<file path="src/rtl/txr_pkg.sv">
package txr_pkg;
  localparam int REG_AW     = 3;
  localparam int REG_DW     = 32;
  localparam int ALIGN      = 4;
  localparam int DESC_BYTES = 16;

  localparam logic [REG_AW-1:0] RA_CTRL = 3'd0;
  localparam logic [REG_AW-1:0] RA_LAST = 3'd1;
  localparam logic [REG_AW-1:0] RA_BLO  = 3'd2;
  localparam logic [REG_AW-1:0] RA_BHI  = 3'd3;
  localparam logic [REG_AW-1:0] RA_STAT = 3'd4;
  localparam logic [REG_AW-1:0] RA_INT  = 3'd5;
  localparam logic [REG_AW-1:0] RA_MASK = 3'd6;

  localparam int CB_EN   = 0;
  localparam int CB_SUSP = 1;
  localparam int CB_PD   = 11;
  localparam int CB_BL   = 18;
  localparam int BL_W    = 3;

  // flag nibble taken from descriptor word 0 bits 31:28
  localparam int F_SOF = 3;
  localparam int F_EOF = 2;
  localparam int F_IOC = 1;
  localparam int F_EOT = 0;

  localparam logic [1:0] ST_OFF  = 2'd0;
  localparam logic [1:0] ST_ACT  = 2'd1;
  localparam logic [1:0] ST_IDLE = 2'd2;
  localparam logic [1:0] ST_STOP = 2'd3;

  typedef enum logic [2:0] {
    E_OFF, E_IDLE, E_RDREQ, E_RDWAIT, E_EMIT, E_DONE, E_STOP
  } eng_t;
endpackage

</file>
<file path="src/rtl/txr_regs.sv">
module txr_regs
  import txr_pkg::*;
#(
  parameter int ADDR_W    = 32,
  parameter int PARITY_OK = 1
) (
  input  logic              clk,
  input  logic              rst_n,
  input  logic              reg_wr,
  input  logic [REG_AW-1:0] reg_addr,
  input  logic [REG_DW-1:0] reg_wdata,
  output logic [REG_DW-1:0] reg_rdata,
  input  logic [1:0]        st_code,
  input  logic [ADDR_W-1:0] cur_ptr,
  input  logic              done_ioc,
  output logic              enable,
  output logic              suspend,
  output logic [ADDR_W-1:0] base,
  output logic [ADDR_W-1:0] last_ptr,
  output logic              irq
);
  logic              en_q, en_d, sus_q, sus_d, pd_q, pd_d, pd_rd;
  logic [BL_W-1:0]   bl_q, bl_d;
  logic [ADDR_W-ALIGN-1:0] blo_q, blo_d, last_q, last_d;
  logic [REG_DW-1:0] bhi_q, bhi_d;
  logic              int_q, int_d, mask_q, mask_d;

  generate
    if (PARITY_OK != 0) begin : g_par
      assign pd_rd = pd_q;
    end else begin : g_nopar
      assign pd_rd = 1'b0;
    end
  endgenerate

  always_comb begin
    en_d = en_q; sus_d = sus_q; pd_d = pd_q; bl_d = bl_q;
    blo_d = blo_q; bhi_d = bhi_q; last_d = last_q; mask_d = mask_q;
    int_d = int_q;
    if (reg_wr) begin
      case (reg_addr)
        RA_CTRL: begin
          en_d  = reg_wdata[CB_EN];
          sus_d = reg_wdata[CB_SUSP];
          pd_d  = reg_wdata[CB_PD];
          bl_d  = reg_wdata[CB_BL +: BL_W];
        end
        RA_LAST: last_d = reg_wdata[ADDR_W-1:ALIGN];
        RA_BLO:  blo_d  = reg_wdata[ADDR_W-1:ALIGN];
        RA_BHI:  bhi_d  = reg_wdata;
        RA_INT:  if (reg_wdata[0]) int_d = 1'b0;
        RA_MASK: mask_d = reg_wdata[0];
        default: ;
      endcase
    end
    if (done_ioc) int_d = 1'b1;
  end

  always_ff @(posedge clk or negedge rst_n) begin
    if (!rst_n) begin
      en_q <= 1'b0; sus_q <= 1'b0; pd_q <= 1'b0; bl_q <= '0;
      blo_q <= '0; bhi_q <= '0; last_q <= '0; int_q <= 1'b0; mask_q <= 1'b0;
    end else begin
      en_q <= en_d; sus_q <= sus_d; pd_q <= pd_d; bl_q <= bl_d;
      blo_q <= blo_d; bhi_q <= bhi_d; last_q <= last_d;
      int_q <= int_d; mask_q <= mask_d;
    end
  end

  always_comb begin
    reg_rdata = '0;
    case (reg_addr)
      RA_CTRL: begin
        reg_rdata[CB_EN]        = en_q;
        reg_rdata[CB_SUSP]      = sus_q;
        reg_rdata[CB_PD]        = pd_rd;
        reg_rdata[CB_BL +: BL_W] = bl_q;
      end
      RA_LAST: reg_rdata = REG_DW'({last_q, {ALIGN{1'b0}}});
      RA_BLO:  reg_rdata = REG_DW'({blo_q, {ALIGN{1'b0}}});
      RA_BHI:  reg_rdata = bhi_q;
      RA_STAT: reg_rdata = REG_DW'({cur_ptr[ADDR_W-1:ALIGN], 2'b00, st_code});
      RA_INT:  reg_rdata[0] = int_q;
      RA_MASK: reg_rdata[0] = mask_q;
      default: ;
    endcase
  end

  assign enable   = en_q;
  assign suspend  = sus_q;
  assign base     = {blo_q, {ALIGN{1'b0}}};
  assign last_ptr = {last_q, {ALIGN{1'b0}}};
  assign irq      = int_q & mask_q;

  // a one written to the status bit clears it unless a completion lands
  assert_w1c_R10: assert property (@(posedge clk) disable iff (!rst_n)
    (reg_wr && reg_addr == RA_INT && reg_wdata[0] && !done_ioc) |=> !int_q);
  // a completion with interrupt request always leaves the bit set
  assert_irq_set_R10: assert property (@(posedge clk) disable iff (!rst_n)
    done_ioc |=> int_q);
endmodule

</file>
<file path="src/rtl/txr_engine.sv">
module txr_engine
  import txr_pkg::*;
#(
  parameter int ADDR_W = 32,
  parameter int DATA_W = 32,
  parameter int CNT_W  = 13
) (
  input  logic              clk,
  input  logic              rst_n,
  input  logic              enable,
  input  logic              suspend,
  input  logic [ADDR_W-1:0] base,
  input  logic [ADDR_W-1:0] last_ptr,
  output logic              mem_req,
  output logic [ADDR_W-1:0] mem_addr,
  input  logic              mem_gnt,
  input  logic              mem_rvalid,
  input  logic [DATA_W-1:0] mem_rdata,
  output logic              tx_valid,
  input  logic              tx_ready,
  output logic [7:0]        tx_data,
  output logic              tx_sof,
  output logic              tx_eof,
  output logic [1:0]        st_code,
  output logic [ADDR_W-1:0] cur_ptr,
  output logic              done_ioc
);
  localparam int BYTES  = DATA_W / 8;
  localparam int LANE_W = $clog2(BYTES);
  localparam logic [LANE_W-1:0] LAST_LANE = LANE_W'(BYTES - 1);

  eng_t              st_q, st_d;
  logic [ADDR_W-1:0] cur_q, cur_d, buf_q, buf_d;
  logic [CNT_W-1:0]  rem_q, rem_d;
  logic [3:0]        flg_q, flg_d;
  logic [DATA_W-1:0] wbuf_q, wbuf_d;
  logic [LANE_W-1:0] bidx_q, bidx_d;
  logic [1:0]        widx_q, widx_d;
  logic              indesc_q, indesc_d, first_q, first_d, open_q, open_d;

  always_comb begin
    st_d = st_q; cur_d = cur_q; buf_d = buf_q; rem_d = rem_q; flg_d = flg_q;
    wbuf_d = wbuf_q; bidx_d = bidx_q; widx_d = widx_q; indesc_d = indesc_q;
    first_d = first_q; open_d = open_q; done_ioc = 1'b0;
    case (st_q)
      E_OFF: begin
        open_d = 1'b0;
        if (enable) begin st_d = E_IDLE; cur_d = base; end
      end
      E_IDLE: begin
        if (!enable) st_d = E_OFF;
        else if (!suspend && cur_q != last_ptr) begin
          st_d = E_RDREQ; indesc_d = 1'b1; widx_d = 2'd0;
        end
      end
      E_RDREQ: if (mem_gnt) st_d = E_RDWAIT;
      E_RDWAIT: begin
        if (mem_rvalid) begin
          if (indesc_q) begin
            case (widx_q)
              2'd0:    flg_d = mem_rdata[DATA_W-1 -: 4];
              2'd1:    rem_d = mem_rdata[CNT_W-1:0];
              default: buf_d = {mem_rdata[ADDR_W-1:LANE_W], {LANE_W{1'b0}}};
            endcase
            if (widx_q == 2'd2) begin
              if (flg_q[F_SOF] == open_q) st_d = E_STOP;
              else if (rem_q == '0) st_d = E_DONE;
              else begin st_d = E_RDREQ; indesc_d = 1'b0; first_d = 1'b1; end
            end else begin
              widx_d = widx_q + 2'd1; st_d = E_RDREQ;
            end
          end else begin
            wbuf_d = mem_rdata; bidx_d = '0; st_d = E_EMIT;
          end
        end
      end
      E_EMIT: begin
        if (tx_ready) begin
          rem_d = rem_q - CNT_W'(1); first_d = 1'b0; bidx_d = bidx_q + LANE_W'(1);
          if (rem_q == CNT_W'(1)) st_d = E_DONE;
          else if (bidx_q == LAST_LANE) begin
            buf_d = buf_q + ADDR_W'(BYTES); st_d = E_RDREQ;
          end
        end
      end
      E_DONE: begin
        done_ioc = flg_q[F_IOC];
        cur_d    = flg_q[F_EOT] ? base : cur_q + ADDR_W'(DESC_BYTES);
        open_d   = !flg_q[F_EOF];
        st_d     = enable ? E_IDLE : E_OFF;
      end
      E_STOP: if (!enable) st_d = E_OFF;
      default: st_d = E_OFF;
    endcase
  end

  always_ff @(posedge clk or negedge rst_n) begin
    if (!rst_n) begin
      st_q <= E_OFF; cur_q <= '0; buf_q <= '0; rem_q <= '0; flg_q <= '0;
      wbuf_q <= '0; bidx_q <= '0; widx_q <= '0; indesc_q <= 1'b0;
      first_q <= 1'b0; open_q <= 1'b0;
    end else begin
      st_q <= st_d; cur_q <= cur_d; buf_q <= buf_d; rem_q <= rem_d; flg_q <= flg_d;
      wbuf_q <= wbuf_d; bidx_q <= bidx_d; widx_q <= widx_d; indesc_q <= indesc_d;
      first_q <= first_d; open_q <= open_d;
    end
  end

  assign mem_req  = (st_q == E_RDREQ);
  assign mem_addr = indesc_q ? cur_q + ADDR_W'({widx_q, 2'b00}) : buf_q;
  assign tx_valid = (st_q == E_EMIT);
  assign tx_data  = wbuf_q[{bidx_q, 3'b000} +: 8];
  assign tx_sof   = tx_valid && flg_q[F_SOF] && first_q;
  assign tx_eof   = tx_valid && flg_q[F_EOF] && (rem_q == CNT_W'(1));
  assign cur_ptr  = cur_q;

  always_comb begin
    case (st_q)
      E_OFF:   st_code = ST_OFF;
      E_IDLE:  st_code = ST_IDLE;
      E_STOP:  st_code = ST_STOP;
      default: st_code = ST_ACT;
    endcase
  end

  // an offered byte and its markers stay put until accepted
  assert_hold_stream_R3: assert property (@(posedge clk) disable iff (!rst_n)
    (tx_valid && !tx_ready) |=> (tx_valid && $stable(tx_data) && $stable(tx_sof) && $stable(tx_eof)));
  // a read request keeps its address until granted
  assert_req_hold_R2: assert property (@(posedge clk) disable iff (!rst_n)
    (mem_req && !mem_gnt) |=> (mem_req && $stable(mem_addr)));
  // an end-of-table completion returns the position to the base
  assert_wrap_R5: assert property (@(posedge clk) disable iff (!rst_n)
    (st_q == E_DONE && flg_q[F_EOT]) |=> (cur_q == $past(base)));
  // stopped holds while enable stays set
  assert_stop_sticky_R12: assert property (@(posedge clk) disable iff (!rst_n)
    (st_q == E_STOP && enable) |=> (st_code == ST_STOP));
endmodule

</file>
<file path="src/rtl/tx_ring_dma.sv">
module tx_ring_dma
  import txr_pkg::*;
#(
  parameter int ADDR_W    = 32,
  parameter int DATA_W    = 32,
  parameter int CNT_W     = 13,
  parameter int PARITY_OK = 1
) (
  input  logic              clk,
  input  logic              rst_n,
  input  logic              reg_wr,
  input  logic [REG_AW-1:0] reg_addr,
  input  logic [REG_DW-1:0] reg_wdata,
  output logic [REG_DW-1:0] reg_rdata,
  output logic              mem_req,
  output logic [ADDR_W-1:0] mem_addr,
  input  logic              mem_gnt,
  input  logic              mem_rvalid,
  input  logic [DATA_W-1:0] mem_rdata,
  output logic              tx_valid,
  input  logic              tx_ready,
  output logic [7:0]        tx_data,
  output logic              tx_sof,
  output logic              tx_eof,
  output logic              irq
);
  logic rs_q1, rs_q2;
  logic enable, suspend, done_ioc;
  logic [1:0] st_code;
  logic [ADDR_W-1:0] base, last_ptr, cur_ptr;

  // assert asynchronously, release on a clock edge
  always_ff @(posedge clk or negedge rst_n) begin
    if (!rst_n) begin rs_q1 <= 1'b0; rs_q2 <= 1'b0; end
    else begin rs_q1 <= 1'b1; rs_q2 <= rs_q1; end
  end

  txr_regs #(.ADDR_W(ADDR_W), .PARITY_OK(PARITY_OK)) u_regs (
    .clk(clk), .rst_n(rs_q2), .reg_wr(reg_wr), .reg_addr(reg_addr),
    .reg_wdata(reg_wdata), .reg_rdata(reg_rdata), .st_code(st_code),
    .cur_ptr(cur_ptr), .done_ioc(done_ioc), .enable(enable), .suspend(suspend),
    .base(base), .last_ptr(last_ptr), .irq(irq)
  );

  txr_engine #(.ADDR_W(ADDR_W), .DATA_W(DATA_W), .CNT_W(CNT_W)) u_eng (
    .clk(clk), .rst_n(rs_q2), .enable(enable), .suspend(suspend), .base(base),
    .last_ptr(last_ptr), .mem_req(mem_req), .mem_addr(mem_addr), .mem_gnt(mem_gnt),
    .mem_rvalid(mem_rvalid), .mem_rdata(mem_rdata), .tx_valid(tx_valid),
    .tx_ready(tx_ready), .tx_data(tx_data), .tx_sof(tx_sof), .tx_eof(tx_eof),
    .st_code(st_code), .cur_ptr(cur_ptr), .done_ioc(done_ioc)
  );
endmodule

</file>
<file path="config.mk">
export PLATFORM = sky130hd
export DESIGN_NAME = tx_ring_dma
export DESIGN_NICKNAME = d
export VERILOG_FILES = /design/src/rtl/txr_pkg.sv /design/src/rtl/txr_regs.sv /design/src/rtl/txr_engine.sv /design/src/rtl/tx_ring_dma.sv
export SDC_FILE = /design/constraint.sdc
export NUM_CORES = 1
export LEC_CHECK = 0
export ABC_CLOCK_PERIOD_IN_PS = 7500
export BUFFER_PORTS_ARGS = -buffer_cell sky130_fd_sc_hd__buf_2
export CAP_MARGIN = 20
export CORE_ASPECT_RATIO = 0.8
export CORE_MARGIN = 1.5
export CORE_UTILIZATION = 50
export DETAILED_ROUTE_END_ITERATION = 8
export PLACE_DENSITY = 0.75
export SLEW_MARGIN = 0
export SYNTH_ARGS = -nofsm -noshare
export SYNTH_HDL_FRONTEND = slang
export SYNTH_SLANG_ARGS = --single-unit
</file>
<file path="constraint.sdc">
create_clock -name clk -period 7.5 [get_ports clk]
set_input_delay 1.125 -clock clk [delete_from_list [all_inputs] [get_ports clk]]
set_output_delay 1.125 -clock clk [all_outputs]
set_load 0.01 [all_outputs]
</file>
-- After elaboration in Yosys (flattened, before gate mapping)
Cells that the tools add are included.
- bitwise logic cells: 2
- shift-type cells: 1
- reduce and logical (&&, ||, !) cells: 34
- muxes and demuxes: 70
- equal/unequal tests: 37
- $add $sub $neg: 6
- operators by type and width (cell ; number):
    two-way mux 32 bit ; 9
    case mux 32 bit (2 select lines) ; 2
    two-way mux 13 bit ; 4
    case mux 11 bit (4 select lines) ; 1
    two-way mux 3 bit ; 13
    case mux 9 bit (4 select lines) ; 1
    adder 32 x 3 -> 32 bit (second input constant) ; 1
    adder 32 x 4 -> 32 bit ; 1
    adder 32 x 5 -> 32 bit (second input constant) ; 1
    != test 32 bit ; 1
    variable part select 32 x 6 -> 8 bit ; 1
    case mux 13 bit (2 select lines) ; 1
    case mux 6 bit (4 select lines) ; 1
    != test 2 bit (second input constant) ; 11
    case mux 3 bit (7 select lines) ; 1
    AND reduction 7 bit ; 3
    two-way mux 1 bit ; 19
    == test 3 bit (second input constant) ; 6
    two-way mux 2 bit ; 8
    case mux 3 bit (5 select lines) ; 1
    == test 13 x 1 -> 1 bit (second input constant) ; 1
    zero test 13 bit ; 1
    subtractor 13 x 1 -> 13 bit (second input constant) ; 1
    == test 3 x 2 -> 1 bit (second input constant) ; 4
    other kinds (25) ; 57
- output and inout bits: 77
- word-level logic and storage cells: 172
- register bits after elaboration: 221

-- Depth between registers and ports, before layout
Gate-level depths: netlist of run 1.
- word-level depth: 7
- mapped depth: 10

-- By module
A second synthesis of run 1 with hierarchy kept.
- cells, all modules: 1253
- area, all modules: 12747.2 um^2
- modules (own cells, without submodules) (module ; sequential area each (um^2) ; cells each ; times used ; area an instance (um^2)):
    txr_engine ; 3027.9 ; 905 ; 1 ; 7982.7
    txr_regs ; 2402.3 ; 345 ; 1 ; 4710.8
    tx_ring_dma ; 50.0 ; 3 ; 1 ; 53.8

-- Worst setup path before layout of run 1
Ideal clock, no wire load.
- path type: input to output
- start point: in reg_addr[1]
- end point: out reg_rdata[12]
- required time: 6375 ps
- stages on the path: 7
- slack: 3879 ps
- arrival: 2496 ps
- path through: buf_1 -> nor2b_1 -> nor2b_1 -> clkbuf_1 -> clkbuf_1 -> a22oi_1 -> nand2_1
- cells in the longest elaborated chain, start to end: 2
- elaborated cells between the ends (all ways): 5
- RTL lines (item ; line ; text):
    start: declaration ; tx_ring_dma.sv:12 ; input logic [REG_AW-1:0] reg_addr,
    == test 3 bit (tied with other cells) ; txr_regs.sv:72 ; case (reg_addr)
    case mux 6 bit (4 select lines) * ; txr_regs.sv:72 ;
    end: declaration ; tx_ring_dma.sv:14 ; output logic [REG_DW-1:0] reg_rdata,
Mark *: on every way between the ends. The rest lies on a longest branch, timed or not.

-- Worst setup path in the final report of run 1
- start point: reg u_eng.st_q[2]
- end point: out tx_valid
- cells in the longest elaborated chain, start to end: 1
- RTL lines (item ; line ; text):
    start: declaration ; txr_engine.sv:32 ; eng_t st_q, st_d;
    start signal: assignment ; txr_engine.sv:103 ; st_q <= st_d; cur_q <= cur_d; buf_q <= buf_d; rem_q <= rem_d; flg_q <= flg_d;
    == test 3 bit ; txr_engine.sv:111 ; assign tx_valid = (st_q == E_EMIT);
    end: declaration ; tx_ring_dma.sv:20 ; output logic tx_valid,
Every way passes these cells.

==> metrics.txt, run 1 <==
Num CTS Buffers=23; detail-routed net length per standard cell=21.6 um; Worst setup startpoint=u_eng.st_q[2]$_DFFE_PN0P_; Placed Cells=1571; number of vias in the routed layout=10.2k; CP peak stage delay=0.55 ns; synth warn=0; pre-CTS WS=3.19 ns; drt initial violations=1093; wire length of the first global-routing pass=54700 um; height of the die=142 um; buffer levels on the longest clock path=3; part of the cycle the worst path needs=52.6%; synthesized area divided by synthesized cell count=10.1 um^2; Hold/Removal Path Class=reg -> async; Worst Path Max Fanout=64; number of global-route vias before repair=9778; synth top area cells=sky130_fd_sc_hd__dfrtp_1 (45%), sky130_fd_sc_hd__mux2_2 (14%), sky130_fd_sc_hd__a21oi_1 (3.8%); worst path cell trace=inv_2, or3_1, buf_4, clkinv_2, buf_4, buf_2; Cell Pwr Density=387 nW/um^2; final cell count without fillers=1615; Clk Latency, worst-skew pair=0.52 ns; worst slew margin relative to its limit=29.5%; aggregate global-route resource usage=28.0%; DR pass1 iterations=9; post-synthesis register bit count=215; clk sink count=215; Final HPWL DP=24900 um; fraction of synthesized cell area taken by the top area cell type=44.9%; Final Net Count=1370; number of routed nets with antenna violations=0; final estimated routing congestion in global placement=0.899; adder and majority gate portion of the synthesized area=1.04%; Most common cell on crit path=sky130_fd_sc_hd__buf_4; endpoint class of the critical path=primary output; Final Worst Setup Slack=3.56 ns; total power consumption of the routed design=5.31 mW; CTS hold repair buffers=0; layout overhead on the synthesized area=14.4%; floorplan core area=23500 um^2; worst clock skew=0.0154 ns; launch instance of the worst register-to-register path=u_eng.st_q[1]$_DFFE_PN0P_; mux share of post-synthesis cell area=16.0%; sequential area share after synthesis=44.9%; unrepaired setup endpoints after global routing=false; area fraction in compound gates after synthesis=17.2%; Post-Route Setup TNS=0 ns; Post-synth EDFFs=0; buffers inserted by post-CTS timing repair=0; antenna violations before repair=0; leakage power of the design=5.92 nW; crit path kind=reg -> out; capturing instance or port of the critical path=tx_valid; Peak Freq=254 MHz; DP Area=12800 um^2; hold slack final=0.270 ns; final setup violation count=0; Hold Vio Cnt, Final=0; Netlist Area Pre-Place=12000 um^2; required time reported for the critical path endpoint=6.38 ns; count of pins over their slew limit=0; slowest cell on the critical path=sky130_fd_sc_hd__dfrtp_1; ANT cells=0; ratio of cells with drive above 1 in the final layout=29.7%; clk root buf=sky130_fd_sc_hd__clkbuf_16; drt via density=6.29; count of input and output buffers=147; post-synthesis instance total=1189; Worst-path clk slew=0.06 ns; die footprint=24900 um^2; combinational family with the most area after synthesis=compound AO/OA/AOI/OAI gates; count of cells along the worst register-to-register path=7; Residual DRC=0; sum of routed wire length over all layers=34900 um; I/O pin cnt=150; Main synth FF type=sky130_fd_sc_hd__dfrtp_1; dominant cell type by area after synthesis=sky130_fd_sc_hd__dfrtp_1; final std cell area, no fill=13700 um^2; category of the worst setup path launch point=register; post-layout utilization of the core=58.5%; simple-gate share of the synthesized area=13.5%; max cap viols=0; Worst R2R Setup Slack=4.20 ns; initial core utilization=51.1%; number of standard-cell rows in the floorplan=50; share of the synthesized netlist area taken by xor and xnor gates=3.14%; final critical-path required period=3.94 ns; worst slew pin tran=1.06 ns; endpoint arrival time on the critical path=2.82 ns; largest net degree at the start of global routing=67; PostCTS Resize Cnt=0; total congestion overflow after global routing=0; Die Width=176 um; outcome=complete, no violations; reg-to-reg endpoint=u_eng.buf_q[30]$_DFFE_PN0P_; worst-case vdd ir drop=0.228 mV; Async SR Flop Fraction=100%; distinct cell type count after synthesis=72; H-tree depth reported by CTS=1; TritonCTS clock tree=done
==> cells by family after synthesis <==
family | Yosys count
AOI/OAI and AO/OA | 318
xor gates and xnor gates | 43
adders and majority gates | 10
buffers and inverters | 116
DFF | 215
muxes | 161
other | 2
and+or+nand+nor | 324
==> metal layers <==
layer  global-route usage, %  up-vias  routed length [um]
li1                        -     4574                   -
met1                    41.5     5045               15500
met2                    41.6      474               15400
met3                    5.04       71                2910
met4                    8.50        0                1000
met5                       0        -                   0
==> critical path, delay by kind of cell (launching register included) <==
kind                   cells  cell delay [ns]
flip-flops                 1             0.55
buffers and inverters      5             1.33
AND/OR/NAND/NOR            1             0.38
==> cells in the mapped netlist (11+ instances only) <==
library cell,number
sky130_fd_sc_hd__xnor2_1,14
sky130_fd_sc_hd__o22ai_1,24
sky130_fd_sc_hd__o21ai_0,70
sky130_fd_sc_hd__nor2_1,65
sky130_fd_sc_hd__nor3_1,22
sky130_fd_sc_hd__nand2_1,112
sky130_fd_sc_hd__mux2_2,144
sky130_fd_sc_hd__nand3_1,22
sky130_fd_sc_hd__a21oi_1,92
sky130_fd_sc_hd__a22oi_1,55
sky130_fd_sc_hd__buf_2,28
sky130_fd_sc_hd__inv_1,19
sky130_fd_sc_hd__clkbuf_1,51
sky130_fd_sc_hd__dfrtp_1,215
sky130_fd_sc_hd__xor2_1,29
sky130_fd_sc_hd__and3_1,11
sky130_fd_sc_hd__nand4_1,24
==> power by group <==
part / switching [mW] / total (mW) / internal, mW
registers: 0.619 / 2.18 / 1.57
logic: 0.998 / 1.87 / 0.868
clock network: 0.488 / 1.26 / 0.769
==> area by class of cell <==
| type | count | area, um^2 |
|---|---|---|
| clock buffers | 29 | 628 |
| clock inverters | 12 | 201 |
| flip-flops and latches | 215 | 5390 |
| multi-input cells | 860 | 6120 |
| fillers | 1990 | 9740 |
| inverters | 21 | 80.1 |
| repair buffers | 166 | 913 |
| well taps | 312 | 390 |
==> cell usage in the layout, fill, tap and decap left out, types with 7 or more instances in the layout <==
master / count
sky130_fd_sc_hd__buf_4: 16
sky130_fd_sc_hd__ha_1: 10
sky130_fd_sc_hd__or3_1: 7
sky130_fd_sc_hd__xnor2_1: 14
sky130_fd_sc_hd__clkbuf_16: 23
sky130_fd_sc_hd__a22oi_1: 55
sky130_fd_sc_hd__nand3_1: 22
sky130_fd_sc_hd__nand2_1: 112
sky130_fd_sc_hd__xor2_1: 29
sky130_fd_sc_hd__mux2_2: 144
sky130_fd_sc_hd__nor3_1: 22
sky130_fd_sc_hd__a21oi_1: 92
sky130_fd_sc_hd__nand4_1: 24
sky130_fd_sc_hd__dfrtp_1: 213
sky130_fd_sc_hd__and3_1: 11
sky130_fd_sc_hd__o22ai_1: 24
sky130_fd_sc_hd__and2_1: 10
sky130_fd_sc_hd__nor2b_1: 7
sky130_fd_sc_hd__inv_1: 19
sky130_fd_sc_hd__buf_2: 147
sky130_fd_sc_hd__nor2_1: 64
sky130_fd_sc_hd__nor4_1: 10
sky130_fd_sc_hd__a221o_1: 7
sky130_fd_sc_hd__o21ai_0: 70
sky130_fd_sc_hd__mux2i_1: 7
sky130_fd_sc_hd__mux4_2: 10
sky130_fd_sc_hd__o22a_1: 7
sky130_fd_sc_hd__a31oi_1: 7
==> worst min-delay path by stage <==
| stage | slack, ns | to | start | cells after the start |
|---|---|---|---|---|
| 6_report | 0.27 | u_eng.wbuf_q[20]$_DFFE_PN0P_ | rs_q2$_DFF_PN0_ | 0 |
| 5_1_grt | 0.31 | u_eng.wbuf_q[20]$_DFFE_PN0P_ | rs_q2$_DFF_PN0_ | 0 |
| 4_1_cts | 0.28 | u_eng.wbuf_q[20]$_DFFE_PN0P_ | rs_q2$_DFF_PN0_ | 0 |
| 3_5_place_dp | 0.28 | u_eng.wbuf_q[20]$_DFFE_PN0P_ | rs_q2$_DFF_PN0_ | 0 |
| 3_3_place_gp | 0.27 | u_eng.wbuf_q[20]$_DFFE_PN0P_ | rs_q2$_DFF_PN0_ | 0 |
| 2_1_floorplan | 0.33 | rs_q2$_DFF_PN0_ | rs_q1$_DFF_PN0_ | 0 |
==> state kept, by name, indices dropped and copies added (netlist names), 2 cells and up <==
name and flops:
u_eng.bidx_q 2, u_eng.buf_q 30, u_eng.cur_ptr 28, u_eng.flg_q 4
u_eng.rem_q 13, u_eng.st_q 3, u_eng.wbuf_q 32, u_eng.widx_q 2
u_regs.bhi_q 32, u_regs.bl_q 3, u_regs.blo_q 28, u_regs.last_q 28
Note: power is estimated with default switching activity, not from simulation.
==> run 2, diff against run 1 <==
--- a/config.mk
+++ b/config.mk
@@ -5,7 +5,7 @@
 export SDC_FILE = /design/constraint.sdc
 export NUM_CORES = 1
 export LEC_CHECK = 0
-export ABC_CLOCK_PERIOD_IN_PS = 7500
+export ABC_CLOCK_PERIOD_IN_PS = 4000
 export BUFFER_PORTS_ARGS = -buffer_cell sky130_fd_sc_hd__buf_2
 export CAP_MARGIN = 20
 export CORE_ASPECT_RATIO = 0.8
==> constraint.sdc (replaced) <==
create_clock -name clk -period 4 [get_ports clk]
set_input_delay 0.6 -clock clk [delete_from_list [all_inputs] [get_ports clk]]
set_output_delay 0.6 -clock clk [all_outputs]
set_load 0.01 [all_outputs]
==> metrics.txt, run 2 (synthesis gave the netlist of run 1 again) <==
category of the worst setup path launch point=register; die footprint=24900 um^2 (unchanged); layout overhead on the synthesized area=14.3%; Hold/Removal Path Class=in -> reg; count of cells along the worst register-to-register path=7 (unchanged); commonest non-fill, non-tap cell in the layout=sky130_fd_sc_hd__dfrtp_1; switching pwr=3.96 mW (+88%); max cap viols=0 (unchanged); leakage power of the design=5.90 nW (-0.21%); TritonCTS clock tree=done; commonest cells after routing, fill and taps aside=sky130_fd_sc_hd__dfrtp_1 (213), sky130_fd_sc_hd__buf_2 (147), sky130_fd_sc_hd__mux2_2 (144); largest registers=u_eng.wbuf_q x32, u_regs.bhi_q x32, u_eng.buf_q x30; unrepaired setup endpoints after global routing=false; part of the cycle the worst path needs=79.8%; worst-case vdd ir drop=0.400 mV (+75%); final estimated routing congestion in global placement=0.911 (+1.4%); buffers inserted by post-CTS timing repair=0 (unchanged); cell internal pwr=5.89 mW (+84%); Hold Vio Cnt, Final=0 (unchanged); Peak Freq=313 MHz; number of global-route vias before repair=9787 (+0.092%); count of input and output buffers=147 (unchanged); DR pass1 iterations=6 (-3); final setup violation count=0 (unchanged); clk root buf=sky130_fd_sc_hd__clkbuf_16; worst slew margin relative to its limit=43.2% (+14 points); required time reported for the critical path endpoint=3.40 ns (-2.98 ns); wire length of the first global-routing pass=55100 um (+0.64%); sum of routed wire length over all layers=35100 um (+0.83%); outcome=complete, no violations; number of routed nets with antenna violations=0 (unchanged); clk sink count=215 (unchanged); drt via density=6.33 (+0.56%); floorplan core area=23500 um^2 (unchanged); endpoint arrival time on the critical path=2.59 ns (-0.23 ns); Post-Route Setup TNS=0 ns (unchanged); final critical-path required period=3.19 ns; worst slew pin tran=0.852 ns (-0.206 ns); Final Net Count=1373 (+0.22%); endpoint class of the critical path=primary output; Clk Latency, worst-skew pair=0.52 ns (about the same); count of pins over their slew limit=0 (unchanged); H-tree depth reported by CTS=1 (unchanged); worst clock skew=0.00856 ns (-0.00687 ns); Worst Path Max Fanout=6 (-91%); Worst-path clk slew=0.06 ns (about the same); number of vias in the routed layout=10.3k (+0.88%); Residual DRC=0 (unchanged); total congestion overflow after global routing=0 (unchanged); cell depth of the worst hold path=2; I/O pin cnt=150 (unchanged); buffer levels on the longest clock path=3 (unchanged); filler instances=2027 (+1.9%); footprint of the multi-input gates=6120 um^2 (unchanged); ratio of cells with drive above 1 in the final layout=29.9% (+0.19 points); part of the power in the clock network=22.7% (-1.0 points); Final HPWL DP=24700 um (-0.52%); Final Worst Setup Slack=0.809 ns (-2.75 ns); initial core utilization=51.1% (unchanged); combinational share of power=35.7% (+0.5 points); Register Area=5390 um^2 (unchanged); detail-routed net length per standard cell=21.7 um (+0.52%); drt initial violations=1373 (+26%); sequential power share=41.6% (+0.4 points); number of standard-cell rows in the floorplan=50 (unchanged); Cell Pwr Density=719 nW/um^2 (+86%); Num CTS Buffers=24 (+4.3%); antenna violations before repair=1 (+1); Die Width=176 um (unchanged); largest net degree at the start of global routing=88 (+31%); crit path kind=reg -> out; height of the die=142 um (unchanged); ANT cells=0 (unchanged); pre-CTS WS=1.24 ns (-1.95 ns); aggregate global-route resource usage=28.2% (+0.25 points); net switching share of the total power=40.2% (+0.56 points)
==> run 2: cell types whose count changed in the layout (fill, tap and decap cells not counted), sizes merged <==
cell	previous run	this run
clkbuf	29	31
clkinvlp	1	4
dlygate4sd3	0	1
buf	166	167
clkinv	5	8
bufinv	5	2
inv	22	20
==> run 2: what timing repair did <==
| item | 4_1_cts | 5_1_grt |
|---|---|---|
| gates resized for setup | 0 | 0 |
| endpoints found under the setup margin | 0 | 0 |
| hold endpoints to repair | 2 | 0 |
| hold buffers | 1 | 0 |
==> run 2: critical path, stage by stage, from the launching register on <==
cell and delay (ns):
sky130_fd_sc_hd__dfrtp_1 0.43, sky130_fd_sc_hd__nor4_1 0.48, sky130_fd_sc_hd__nand4_1 0.40, sky130_fd_sc_hd__nor2_1 0.45
sky130_fd_sc_hd__and2_1 0.20, sky130_fd_sc_hd__buf_2 0.13
==> run 2: layer usage <==
layer	vias up	share of wire (%)	wire length [um]	global-route usage (%)
li1	4558	-	-	-
met4	0	3.1	1070	8.64
met5	-	0	0	0
met2	549	44	15500	42.5
met1	5072	43	15300	41.0
met3	74	9.2	3250	5.60
==> run 2: final cells by class <==
class / instances / area share [%]
clock buffer: 31 / 4.95
sequential: 215 / 39.3
inverter: 21 / 0.584
clock inverter: 13 / 0.913
multi-input combinational: 860 / 44.7
tap: 312 / 2.85
timing repair buffer: 168 / 6.72
==> run 2: worst paths after layout <==
check                                             from                      endpoint  slack, ns
hold / removal                            reg_wdata[3]   u_regs.bhi_q[3]$_DFFE_PN0P_       0.31
setup reg to reg            u_eng.indesc_q$_DFFE_PN0P_   u_eng.buf_q[20]$_DFFE_PN0P_       1.07
min in group asynchronous              rs_q2$_DFF_PN0_  u_eng.wbuf_q[27]$_DFFE_PN0P_       0.39
hold reg to reg                        rs_q1$_DFF_PN0_               rs_q2$_DFF_PN0_       0.35
max in group asynchronous              rs_q2$_DFF_PN0_    u_eng.indesc_q$_DFFE_PN0P_       2.66
setup / recovery           u_eng.rem_q[10]$_DFFE_PN0P_                        tx_eof       0.81
==> run 2: metrics by stage <==
| step | std cells | total power [mW] | utilization, % | hold WS [ns] | area (um^2) |
|---|---|---|---|---|---|
| after global routing | 1620 | 10.4 | 58.4 | 0.307 | 13700 |
| after floorplan | 1191 | 6.21 | - | 0.304 | 12000 |
| final | 1620 | 9.85 | 58.4 | 0.313 | 13700 |
| after detailed placement | 1575 | 7.50 | 54.9 | 0.340 | 12900 |
| after CTS | 1620 | 9.78 | 58.4 | 0.311 | 13700 |
| after global placement | 1575 | 7.39 | 54.9 | 0.335 | 12900 |
==> run 2: power groups by stage <==
| stage | Sequential (mW) | Combinational, mW | Clock, mW |
|---|---|---|---|
| 2_1_floorplan | 3.44 | 2.78 | 0 |
| 3_3_place_gp | 4.03 | 3.36 | 0 |
| 3_5_place_dp | 4.07 | 3.43 | 0 |
| 4_1_cts | 4.05 | 3.47 | 2.26 |
| 5_1_grt | 4.20 | 3.81 | 2.35 |
| 6_report | 4.10 | 3.51 | 2.24 |
==> run 3, diff against run 2 <==
--- a/config.mk
+++ b/config.mk
@@ -5,7 +5,8 @@
 export SDC_FILE = /design/constraint.sdc
 export NUM_CORES = 1
 export LEC_CHECK = 0
-export ABC_CLOCK_PERIOD_IN_PS = 4000
+export ABC_AREA = 1
+export ABC_CLOCK_PERIOD_IN_PS = 3000
 export BUFFER_PORTS_ARGS = -buffer_cell sky130_fd_sc_hd__buf_2
 export CAP_MARGIN = 20
 export CORE_ASPECT_RATIO = 0.8
==> constraint.sdc (replaced) <==
create_clock -name clk -period 3 [get_ports clk]
set_input_delay 0.45 -clock clk [delete_from_list [all_inputs] [get_ports clk]]
set_output_delay 0.45 -clock clk [all_outputs]
set_load 0.01 [all_outputs]
==> metrics.txt, run 3 <==
outcome=complete, but fails checks; failing checks=design-rule violations; worst-case vdd ir drop=0.556 mV (+39%); buffer levels on the longest clock path=3 (unchanged); leading cell type by number of instances after synthesis=sky130_fd_sc_hd__nand2_1; number of standard-cell rows in the floorplan=51 (+2.0%); unrepaired setup endpoints after global routing=false; final estimated routing congestion in global placement=0.948 (+4.0%); Final HPWL DP=28800 um (+16%); Main synth FF type=sky130_fd_sc_hd__dfrtp_1; endpoint class of the critical path=primary output; die footprint=26000 um^2 (+4.2%); sequential area share after synthesis=43.0% (-1.8 points); total stage count of the critical path=5 (unchanged); number of routed nets with antenna violations=0 (unchanged); ANT cells=0 (unchanged); CP peak stage delay=0.49 ns (about the same); Post-synth EDFFs=0 (unchanged); height of the die=144 um (+2.1%); post-synthesis register bit count=215 (unchanged); filler instances=2283 (+13%); final critical-path required period=2.66 ns; worst clock skew=0.0141 ns (+0.00549 ns); sum of routed wire length over all layers=38800 um (+10%); clk root buf=sky130_fd_sc_hd__clkbuf_16; drt initial violations=1393 (+1.5%); clk sink count=215 (unchanged); drt via density=5.66 (-11%); worst path bufs/invs=3 (+2); Peak Freq=376 MHz; I/O pin cnt=150 (unchanged); final setup violation count=0 (unchanged); TritonCTS clock tree=done; final std cell area, no fill=14300 um^2 (+4.6%); commonest non-fill, non-tap cell in the layout=sky130_fd_sc_hd__nand2_1; required time reported for the critical path endpoint=2.55 ns (-0.85 ns); number of vias in the routed layout=12.3k (+20%); final cell count without fillers=2179 (+35%); buffers inserted by post-CTS timing repair=0 (unchanged); post-layout utilization of the core=58.7% (+0.25 points); Netlist Area Pre-Place=12500 um^2 (+4.3%); dominant cell type by area after synthesis=sky130_fd_sc_hd__dfrtp_1; post-synthesis instance total=1727 (+45%); commonest cells after routing, fill and taps aside=sky130_fd_sc_hd__nand2_1 (509), sky130_fd_sc_hd__dfrtp_1 (214), sky130_fd_sc_hd__o21ai_0 (211); max cap viols=0 (unchanged); synth warn=0 (unchanged); Hold Vio Cnt, Final=0 (unchanged); count of input and output buffers=147 (unchanged); number of global-route vias before repair=11.3k (+15%); largest registers=u_eng.wbuf_q x32, u_regs.bhi_q x32, u_eng.buf_q x30; DP Area=13500 um^2 (+4.7%); detail-routed net length per standard cell=17.8 um (-18%); worst slew pin tran=0.826 ns (-0.0260 ns); count of cells along the worst register-to-register path=10 (+3); largest net degree at the start of global routing=84 (-4.5%); leakage power of the design=6.96 nW (+18%); Residual DRC=1 (+1); distinct cell type count after synthesis=44 (-39%); count of pins over their slew limit=0 (unchanged); crit path kind=reg -> out; floorplan core area=24400 um^2 (+4.2%); synthesized area divided by synthesized cell count=7.24 um^2 (-28%); hold slack final=0.192 ns (-0.120 ns); Final Net Count=1930 (+41%); worst path cell trace=buf_4, inv_1, o21ai_0, o22ai_1, buf_2; slowest cell on the critical path=sky130_fd_sc_hd__dfrtp_1; Hold/Removal Path Class=in -> reg; part of the cycle the worst path needs=88.7%; wire length of the first global-routing pass=61200 um (+11%); Cell Pwr Density=903 nW/um^2 (+26%); Clk Latency, worst-skew pair=0.53 ns (about the same); Placed Cells=2138 (+36%); Die Width=180 um (+2.1%); Num CTS Buffers=24 (unchanged); total congestion overflow after global routing=0 (unchanged); antenna violations before repair=1 (unchanged); endpoint arrival time on the critical path=2.21 ns (-0.38 ns); category of the worst setup path launch point=register; initial core utilization=51.2% (about the same); worst slew margin relative to its limit=44.9% (+1.7 points); Worst-path clk slew=0.06 ns (about the same); fraction of synthesized cell area taken by the top area cell type=43.0% (-1.8 points); Post-Route Setup TNS=0 ns (unchanged); cell depth of the worst hold path=2 (unchanged); H-tree depth reported by CTS=1 (unchanged); ratio of cells with drive above 1 in the final layout=13.5% (-16 points); Worst Path Max Fanout=18 (+12); most used standard cells in the synthesized netlist=sky130_fd_sc_hd__nand2_1 (510), sky130_fd_sc_hd__dfrtp_1 (215), sky130_fd_sc_hd__o21ai_0 (211); Async SR Flop Fraction=100% (unchanged); DR pass1 iterations=8 (+2); Top Family by Delay on Critical Path=buffers and inverters; synth top area cells=sky130_fd_sc_hd__dfrtp_1 (43%), sky130_fd_sc_hd__nand2_1 (15%), sky130_fd_sc_hd__o21ai_0 (8.4%); aggregate global-route resource usage=29.7% (+1.5 points); layout overhead on the synthesized area=14.7%
## run 3: cell count changes after synthesis, sizes merged, moves of 11 or more
cell     delta
a21oi      -62
nor2       +66
a22oi      -53
nor4       -11
nand2     +402
mux2      -127
inv       +180
o2111ai    +24
and3       -11
nand3      +61
o21ai     +180
o211ai     +12
## run 3: final timing paths
path / from / endpoint / slack [ns]
min reg2reg: rs_q2$_DFF_PN0_ / u_regs.bhi_q[8]$_DFFE_PN0P_ / 0.32
min in group asynchronous: rst_n / rs_q2$_DFF_PN0_ / 0.24
max in group asynchronous: rs_q2$_DFF_PN0_ / u_regs.blo_q[23]$_DFFE_PN0P_ / 1.85
max: u_eng.bidx_q[0]$_DFFE_PN0P_ / tx_data[4] / 0.34
max reg2reg: u_eng.cur_ptr[5]$_DFFE_PN0P_ / u_eng.cur_ptr[22]$_DFFE_PN0P_ / 0.77
min: mem_rdata[11] / u_eng.wbuf_q[11]$_DFFE_PN0P_ / 0.19
## run 3: power breakdown
group | switching [mW] | internal, mW | total (mW)
registers | 1.06 | 3.88 | 4.94
clock network | 1.23 | 1.93 | 3.16
logic | 3.10 | 1.75 | 4.85
## run 3: area by class of cell
type                    count  area, um^2  area share (%)
clock buffers              31         678            4.73
clock inverters             9         154            1.07
inverters                 202         758            5.29
multi-input cells        1230        6000            41.8
flip-flops and latches    215        5380            37.6
well taps                 318         398            2.78
repair buffers            174         966            6.74
## run 3: kinds of logic after synthesis
kind of cell             Yosys count  share of synthesized area [%]
AO/OA/AOI/OAI                    366                           16.4
AND/OR/NAND/NOR                  791                           25.9
flip-flops                       215                           43.0
buffers and inverters            284                           9.08
multiplexers                      17                           1.53
other                              2                         0.0601
adder cells (fa/ha/maj)           10                           1.00
XOR/XNOR                          42                           2.94
## run 3: metal layers
layer,wire [um],up-vias,global-route usage (%)
met1,17200,5838,42.9
met2,17100,566,45.8
met5,11,-,0
met3,3510,78,5.77
met4,1010,2,7.72
li1,-,5857,-
## run 3: timing repair
| item | in CTS | in global routing |
|---|---|---|
| resized for setup | 0 | 0 |
| hold buffers | 1 | 0 |
| hold endpoints to repair | 2 | 0 |
## run 3: through the flow
| step | setup WS (ns) | total power, mW |
|---|---|---|
| 6_report | 0.340 | 13.0 |
| 5_1_grt | 0.253 | 13.8 |
| 4_1_cts | 0.376 | 12.9 |
| 3_5_place_dp | 0.559 | 9.71 |
| 3_3_place_gp | 0.631 | 9.55 |
| 2_1_floorplan | 0.817 | 8.03 |
